[src/rtl/tdm_pcm_pkg.sv]
package tdm_pcm_pkg;

   typedef enum logic {
      FMT_SHORT = 1'b0,
      FMT_LONG  = 1'b1
   } sync_fmt_e;

   typedef enum logic {
      MODE_SLOT8 = 1'b0,
      MODE_CHAIN = 1'b1
   } frame_mode_e;

endpackage

[src/rtl/tdm_pcm_tx_lane.sv]
// One transmit lane: loads a byte at slot start, shifts it out MSB first on
// rising edges for W bit periods.
module tdm_pcm_tx_lane #(
   parameter int W = 8
) (
   input  logic         clk,
   input  logic         rst_n,
   input  logic         start,
   input  logic         pd,
   input  logic [W-1:0] din,
   output logic         bit_o,
   output logic         oe_o,
   output logic         last_o
);
   localparam int CW = $clog2(W + 1);

   logic [CW-1:0] cnt;
   logic [W-1:0]  sh;
   logic          off;

   always_ff @(posedge clk or negedge rst_n) begin
      if (!rst_n) begin
         cnt <= '0;
         sh  <= '0;
         off <= 1'b1;
      end else if (start) begin
         cnt <= CW'(W);
         sh  <= din;
         off <= pd;
      end else if (cnt != '0) begin
         cnt <= cnt - CW'(1);
         sh  <= {sh[W-2:0], 1'b0};
      end
   end

   assign bit_o  = sh[W-1];
   assign oe_o   = (cnt != '0) && !off;
   assign last_o = (cnt == CW'(1));
endmodule

[src/rtl/tdm_pcm_rx_lane.sv]
// One receive lane: captures W bits MSB first on falling edges, publishes
// the byte with a one-cycle valid unless the lane was powered down.
module tdm_pcm_rx_lane #(
   parameter int W = 8
) (
   input  logic         clk,
   input  logic         rst_n,
   input  logic         arm,
   input  logic         first,
   input  logic         pd,
   input  logic         din,
   output logic [W-1:0] data_o,
   output logic         valid_o,
   output logic         last_o
);
   localparam int CW = $clog2(W + 1);

   logic [CW-1:0] rcnt;
   logic [W-1:0]  sh;
   logic          off;

   always_ff @(negedge clk or negedge rst_n) begin
      if (!rst_n) begin
         rcnt    <= '0;
         sh      <= '0;
         off     <= 1'b1;
         data_o  <= '0;
         valid_o <= 1'b0;
      end else begin
         valid_o <= 1'b0;
         if (first) begin
            sh   <= {sh[W-2:0], din};
            rcnt <= CW'(W - 1);
            off  <= pd;
         end else if (arm) begin
            rcnt <= CW'(W);
            off  <= pd;
         end else if (rcnt != '0) begin
            sh   <= {sh[W-2:0], din};
            rcnt <= rcnt - CW'(1);
            if (rcnt == CW'(1) && !off) begin
               data_o  <= {sh[W-2:0], din};
               valid_o <= 1'b1;
            end
         end
      end
   end

   assign last_o = (rcnt == CW'(1));
endmodule

[src/rtl/tdm4_pcm_port.sv]
module tdm4_pcm_port
   import tdm_pcm_pkg::*;
#(
   parameter int NCH = 4,
   parameter int W   = 8
) (
   input  logic             clk,
   input  logic             rst_n,
   input  logic             mode_wide,
   input  logic             sync_long,
   input  logic [NCH-1:0]   pdn,
   input  logic [NCH-1:0]   fs_tx,
   input  logic [NCH-1:0]   fs_rx,
   input  logic [NCH*W-1:0] tx_byte,
   input  logic             rx_bit,
   output logic             tx_bit,
   output logic             tx_oe,
   output logic             slot_n,
   output logic             carry_tx,
   output logic             carry_rx,
   output logic [NCH*W-1:0] rx_byte,
   output logic [NCH-1:0]   rx_valid
);
   if (NCH < 1) begin : g_bad_nch
      $error("NCH must be at least 1");
   end
   if (W < 2) begin : g_bad_w
      $error("W must be at least 2");
   end

   frame_mode_e mode;
   sync_fmt_e   fmt;
   logic        chain, fmt_long;

   assign mode     = frame_mode_e'(mode_wide);
   assign fmt      = sync_fmt_e'(sync_long);
   assign chain    = (mode == MODE_CHAIN);
   assign fmt_long = (fmt == FMT_LONG) && !chain;   // chained mode is short-sync only

   logic [NCH-1:0] ftx_nq, ftx_pq, frx_pq, frx_rise;
   logic [NCH-1:0] tx_start, rx_arm, rx_first;
   logic [NCH-1:0] lane_bit, lane_oe, tx_last, rx_last;

   // Short-sync strobe as seen on a falling edge.
   always_ff @(negedge clk or negedge rst_n) begin
      if (!rst_n) ftx_nq <= '0;
      else        ftx_nq <= fs_tx;
   end

   // Long-sync rise detection on rising edges.
   always_ff @(posedge clk or negedge rst_n) begin
      if (!rst_n) begin
         ftx_pq   <= '0;
         frx_pq   <= '0;
         frx_rise <= '0;
      end else begin
         ftx_pq   <= fs_tx;
         frx_pq   <= fs_rx;
         frx_rise <= fs_rx & ~frx_pq;
      end
   end

   for (genvar k = 0; k < NCH; k++) begin : g_ch
      logic own_tx_start, own_rx_arm;
      assign own_tx_start = fmt_long ? (fs_tx[k] & ~ftx_pq[k]) : ftx_nq[k];
      assign own_rx_arm   = !fmt_long & fs_rx[k];
      assign rx_first[k]  = fmt_long & frx_rise[k];

      if (k == 0) begin : g_head
         assign tx_start[k] = own_tx_start;
         assign rx_arm[k]   = own_rx_arm;
      end else begin : g_tail
         // In chained mode each lane opens as its predecessor finishes.
         assign tx_start[k] = chain ? tx_last[k-1] : own_tx_start;
         assign rx_arm[k]   = chain ? rx_last[k-1] : own_rx_arm;
      end

      tdm_pcm_tx_lane #(.W(W)) u_tx (
         .clk    (clk),
         .rst_n  (rst_n),
         .start  (tx_start[k]),
         .pd     (pdn[k]),
         .din    (tx_byte[k*W +: W]),
         .bit_o  (lane_bit[k]),
         .oe_o   (lane_oe[k]),
         .last_o (tx_last[k])
      );

      tdm_pcm_rx_lane #(.W(W)) u_rx (
         .clk     (clk),
         .rst_n   (rst_n),
         .arm     (rx_arm[k]),
         .first   (rx_first[k]),
         .pd      (pdn[k]),
         .din     (rx_bit),
         .data_o  (rx_byte[k*W +: W]),
         .valid_o (rx_valid[k]),
         .last_o  (rx_last[k])
      );
   end

   assign tx_oe    = |lane_oe;
   assign tx_bit   = |(lane_bit & lane_oe);
   assign slot_n   = ~tx_oe;
   assign carry_tx = chain & tx_last[NCH-1];
   assign carry_rx = chain & rx_last[NCH-1];
endmodule

[config.mk]
export PLATFORM = sky130hd
export DESIGN_NAME = tdm4_pcm_port
export DESIGN_NICKNAME = d
export VERILOG_FILES = /design/src/rtl/tdm_pcm_pkg.sv /design/src/rtl/tdm_pcm_tx_lane.sv /design/src/rtl/tdm_pcm_rx_lane.sv /design/src/rtl/tdm4_pcm_port.sv
export SDC_FILE = /design/constraint.sdc
export NUM_CORES = 1
export LEC_CHECK = 0
export ABC_AREA = 1
export BUFFER_PORTS_ARGS = -buffer_cell sky130_fd_sc_hd__buf_4
export CAP_MARGIN = 20
export CORE_UTILIZATION = 45
export CTS_CLUSTER_SIZE = 25
export DETAILED_ROUTE_END_ITERATION = 8
export PLACE_DENSITY = 0.76
export SLEW_MARGIN = 0
export SYNTH_ARGS = -nofsm -noshare
export SYNTH_HDL_FRONTEND = slang
export SYNTH_HIERARCHICAL = 1
export SYNTH_SLANG_ARGS = --single-unit
[constraint.sdc]
create_clock -name clk -period 1.95 [get_ports clk]
set_input_delay 0 -clock clk [delete_from_list [all_inputs] [get_ports clk]]
set_output_delay 0 -clock clk [all_outputs]
set_load 0.005 [all_outputs]
==> summary.txt <==
Status
  • Outcome: finished, violations left
  • Violated checks: setup timing

GRT
  • GRT Util Overall: 0.2289
  • Gr ovfl total: 0
  • Maximum number of pins on one net before global-route repair: 34
  • Vias in the first global route: 6304
  • Initial antenna violation count: 0
  • First-pass GRT wire length: 29390 um

Clocking
  • Worst-path clk slew: 60 ps
  • Root Buffer: clkbuf_16
  • Sinks on Clock Net: 152
  • Maximum buffer depth of the clock tree: 2
  • Skew-Pair Late Insertion Delay: 450 ps
  • H-tree depth: 4
  • CTS tree: built
  • Num CTS Buffers: 17

Floorplanning
  • Die Span Y: 128.9 um
  • # IOs: 90
  • Initial Util: 0.4591
  • CORE AREA: 0.01577 sq mm
  • Core Rows: 46
  • Die W: 128.9 um
  • Die area: 0.01660 sq mm

Detailed routing
  • Vias per cell: 4.952
  • WL met1: 8138 um
  • Drt total wl: 19310 um
  • Routed wl met2: 10240 um
  • Drt first pass iters: 7
  • # DRC: 0
  • Routed WL per cell: 14.81 um
  • Metal3 WL: 617 um
  • DR top layer: met4
  • Initial DRC Count: 320
  • Detail Route Antenna Nets: 0
  • Via count: 6457

Layout
  • Fin cells: 1304
  • Ant. Diodes: 0
  • Most common cell after layout, fill and taps aside: nand2_1
  • Commonest cells after routing, fill and taps aside: nand2_1 (245), buf_4 (145), dfrtn_1 (84)
  • Area of the multi-input gates: 0.003934 sq mm
  • Nets: 1148
  • Fillers: 1137
  • Sequential cell area: 0.003814 sq mm
  • Syn-to-layout area delta: 52.07%
  • Layout cells sized above 1: 0.4099
  • Final design utilization: 0.6982

Worst setup path
  • Worst Setup Start Kind: register
  • WS Path Type: reg2out
  • Critical path's slowest cell: dfrtn_1
  • Worst setup path start: g_ch[3].u_rx/rcnt[1]$_DFFE_NN0P_
  • CP delay by family, top: flip-flops
  • Req. time, crit path: 1950 ps
  • Register-to-Register Path Depth: 7
  • Buf+Inv Stages, Crit Path: 3
  • CP cell instances: inv_2 > ha_4 > nor3b_2 > nand2_1 > inv_2 > buf_6
  • Largest stage delay, worst path: 420 ps
  • Crit-path max FO: 2
  • FF-to-FF setup slack: -310 ps
  • Reg-to-reg endpoint: g_ch[0].u_rx/data_o[2]$_DFFE_NN0P_
  • Crit-path most repeated cell: inv_2
  • Reg2reg start: frx_rise[0]$_DFF_PN0_
  • CP Data Arrival Time: 2380 ps
  • Setup crit end kind: output pin

Synthesis
  • Largest area contributor in the netlist: dfrtn_1
  • Synthesis-stage register bit count: 152
  • Area contributors post-synth: dfrtn_1 (29%), dfrtp_1 (21%), nand2_1 (16%)
  • Synth Cell Area: 0.007241 sq mm
  • Mapped Nets: 904
  • Post-synthesis sequential area ratio: 0.5267
  • Synth Instances: 831
  • Distinct cells, synth: 25
  • Synth top area share: 0.2903
  • Warnings from Yosys: 6
  • Synthesized area per cell: 8.713 sq um

Power
  • Leak Pwr: 0.005673 uW
  • Peak supply drop: 808.4 uV
  • Power per cell area: 1402 mW/mm^2

Placement
  • Placed cell count: 1183
  • Buffers on Ports: 89
  • GP Congestion: 0.8057
  • Hpwl dp: 11120 um

STA
  • Setup violations, final: 125
  • Worst slew margin: 0.7631
  • Final Hold Viols: 0
  • Final slew viol count: 0
  • Final worst slack: -426.9 ps
  • Slew of the pin with the lowest slew margin: 355.4 ps
  • RSZ-0062 raised after global routing: true
  • Skew final: 53.44 ps

Flow run
  • Max-cap violations: 0

Min path
  • Worst hold path class: in2async
synth_stat cells:
master,n
o21a_1,4
ha_1,24
nand2_1,303
o21ai_1,17
dfrtp_1,60
dfrtn_1,84
nor2_8,8
nand3_4,4
buf_6,9
nor2_1,45
o21ai_2,4
nand3b_1,4
dfstp_2,8
nor2_4,5
nor3_1,4
xnor2_1,8
o21ai_0,44
nor2_2,8
inv_2,6
inv_1,82
nand3_1,83
a21oi_1,4
nor3b_1,4
nand2_4,8
nand4_1,1
worst register-to-register path: cells and delay by family, from the launching register on:
| kind | cells | cell delay, ps |
|---|---|---|
| simple gates | 4 | 390 |
| buf+inv | 2 | 220 |
| compound gates | 1 | 140 |
| flops | 1 | 370 |
layer usage:
metal,up-vias,global-route usage
met5,-,0
met4,0,0.08374
met3,25,0.05114
met2,123,0.3997
met1,3168,0.2774
li1,3141,-
metrics by stage:
step	setup TNS (ps)	total power [uW]	instance area, sq um	hold WS, ps	setup WS (ps)
3_5_place_dp	-19490	10410	8791	-74.49	-240.9
4_1_cts	-14910	14520	10300	44.83	-436.3
2_1_floorplan	-5577	8639	7455	-295.6	-110.4
6_report	-19760	15440	11010	51.65	-426.9
3_3_place_gp	-16030	10220	8791	-76.64	-196.3
5_1_grt	-27800	16440	11010	61.07	-485.1
power by group:
| group | internal (uW) | total [uW] | switching (uW) |
|---|---|---|---|
| Combinational | 2950 | 6640 | 3680 |
| Sequential | 4440 | 5390 | 941 |
| Clock | 2080 | 3420 | 1330 |
| Total | 9480 | 15400 | 5950 |
area by class of cell:
type	count	area share
Clock inverter	14	0.01159
Multi-Input combinational cell	592	0.3573
Timing Repair inverter	1	0.0005682
Timing Repair Buffer	223	0.1827
Inverter	84	0.03182
Tap cell	216	0.02455
Sequential cell	152	0.3464
Clock buffer	22	0.04511
state kept, by name, indices dropped and copies added (netlist names):
| register | flops |
|---|---|
| g_ch.u_tx/off | 4 |
| g_ch.u_tx/sh | 32 |
| g_ch.u_rx/sh | 28 |
| g_ch.u_rx/valid_o | 4 |
| ftx_pq | 4 |
| frx_rise | 4 |
| g_ch.u_tx/cnt | 16 |
| g_ch.u_rx/rcnt | 16 |
| g_ch.u_rx/off | 4 |
| ftx_nq | 4 |
| frx_pq | 4 |
| g_ch.u_rx/data_o | 32 |
cell families (layout without fill, tap and decap cells):
| group | Yosys count | after routing | share of synthesized area |
|---|---|---|---|
| DFF | 152 | 152 | 0.5267 |
| buffers and inverters | 97 | 344 | 0.05962 |
| xor gates and xnor gates | 8 | 8 | 0.009677 |
| adders and majority gates | 24 | 24 | 0.04147 |
| AOI/OAI and AO/OA | 73 | 73 | 0.05391 |
| and+or+nand+nor | 477 | 487 | 0.3086 |
how the worst max path moves through the flow:
stage	to	slack, ps	cells after the start
2_1_floorplan	g_ch[1].u_tx/sh[6]$_DFFE_PN0P_	-110	8
3_3_place_gp	g_ch[3].u_rx/data_o[6]$_DFFE_NN0P_	-200	9
3_5_place_dp	g_ch[3].u_rx/data_o[4]$_DFFE_NN0P_	-240	9
4_1_cts	carry_rx	-440	6
5_1_grt	carry_rx	-490	6
6_report	carry_rx	-430	6
repair_timing:
action | 4_1_cts | 5_1_grt
resized for setup | 81 | 128
pin swaps | 48 | 46
endpoints found under the setup margin | 123 | 148
buffers inserted | 10 | 22
hold endpoints to repair | 109 | 0
gates cloned | 7 | 6
hold buffers | 45 | 0
No activity file was read; power rests on OpenSTA's default activity.
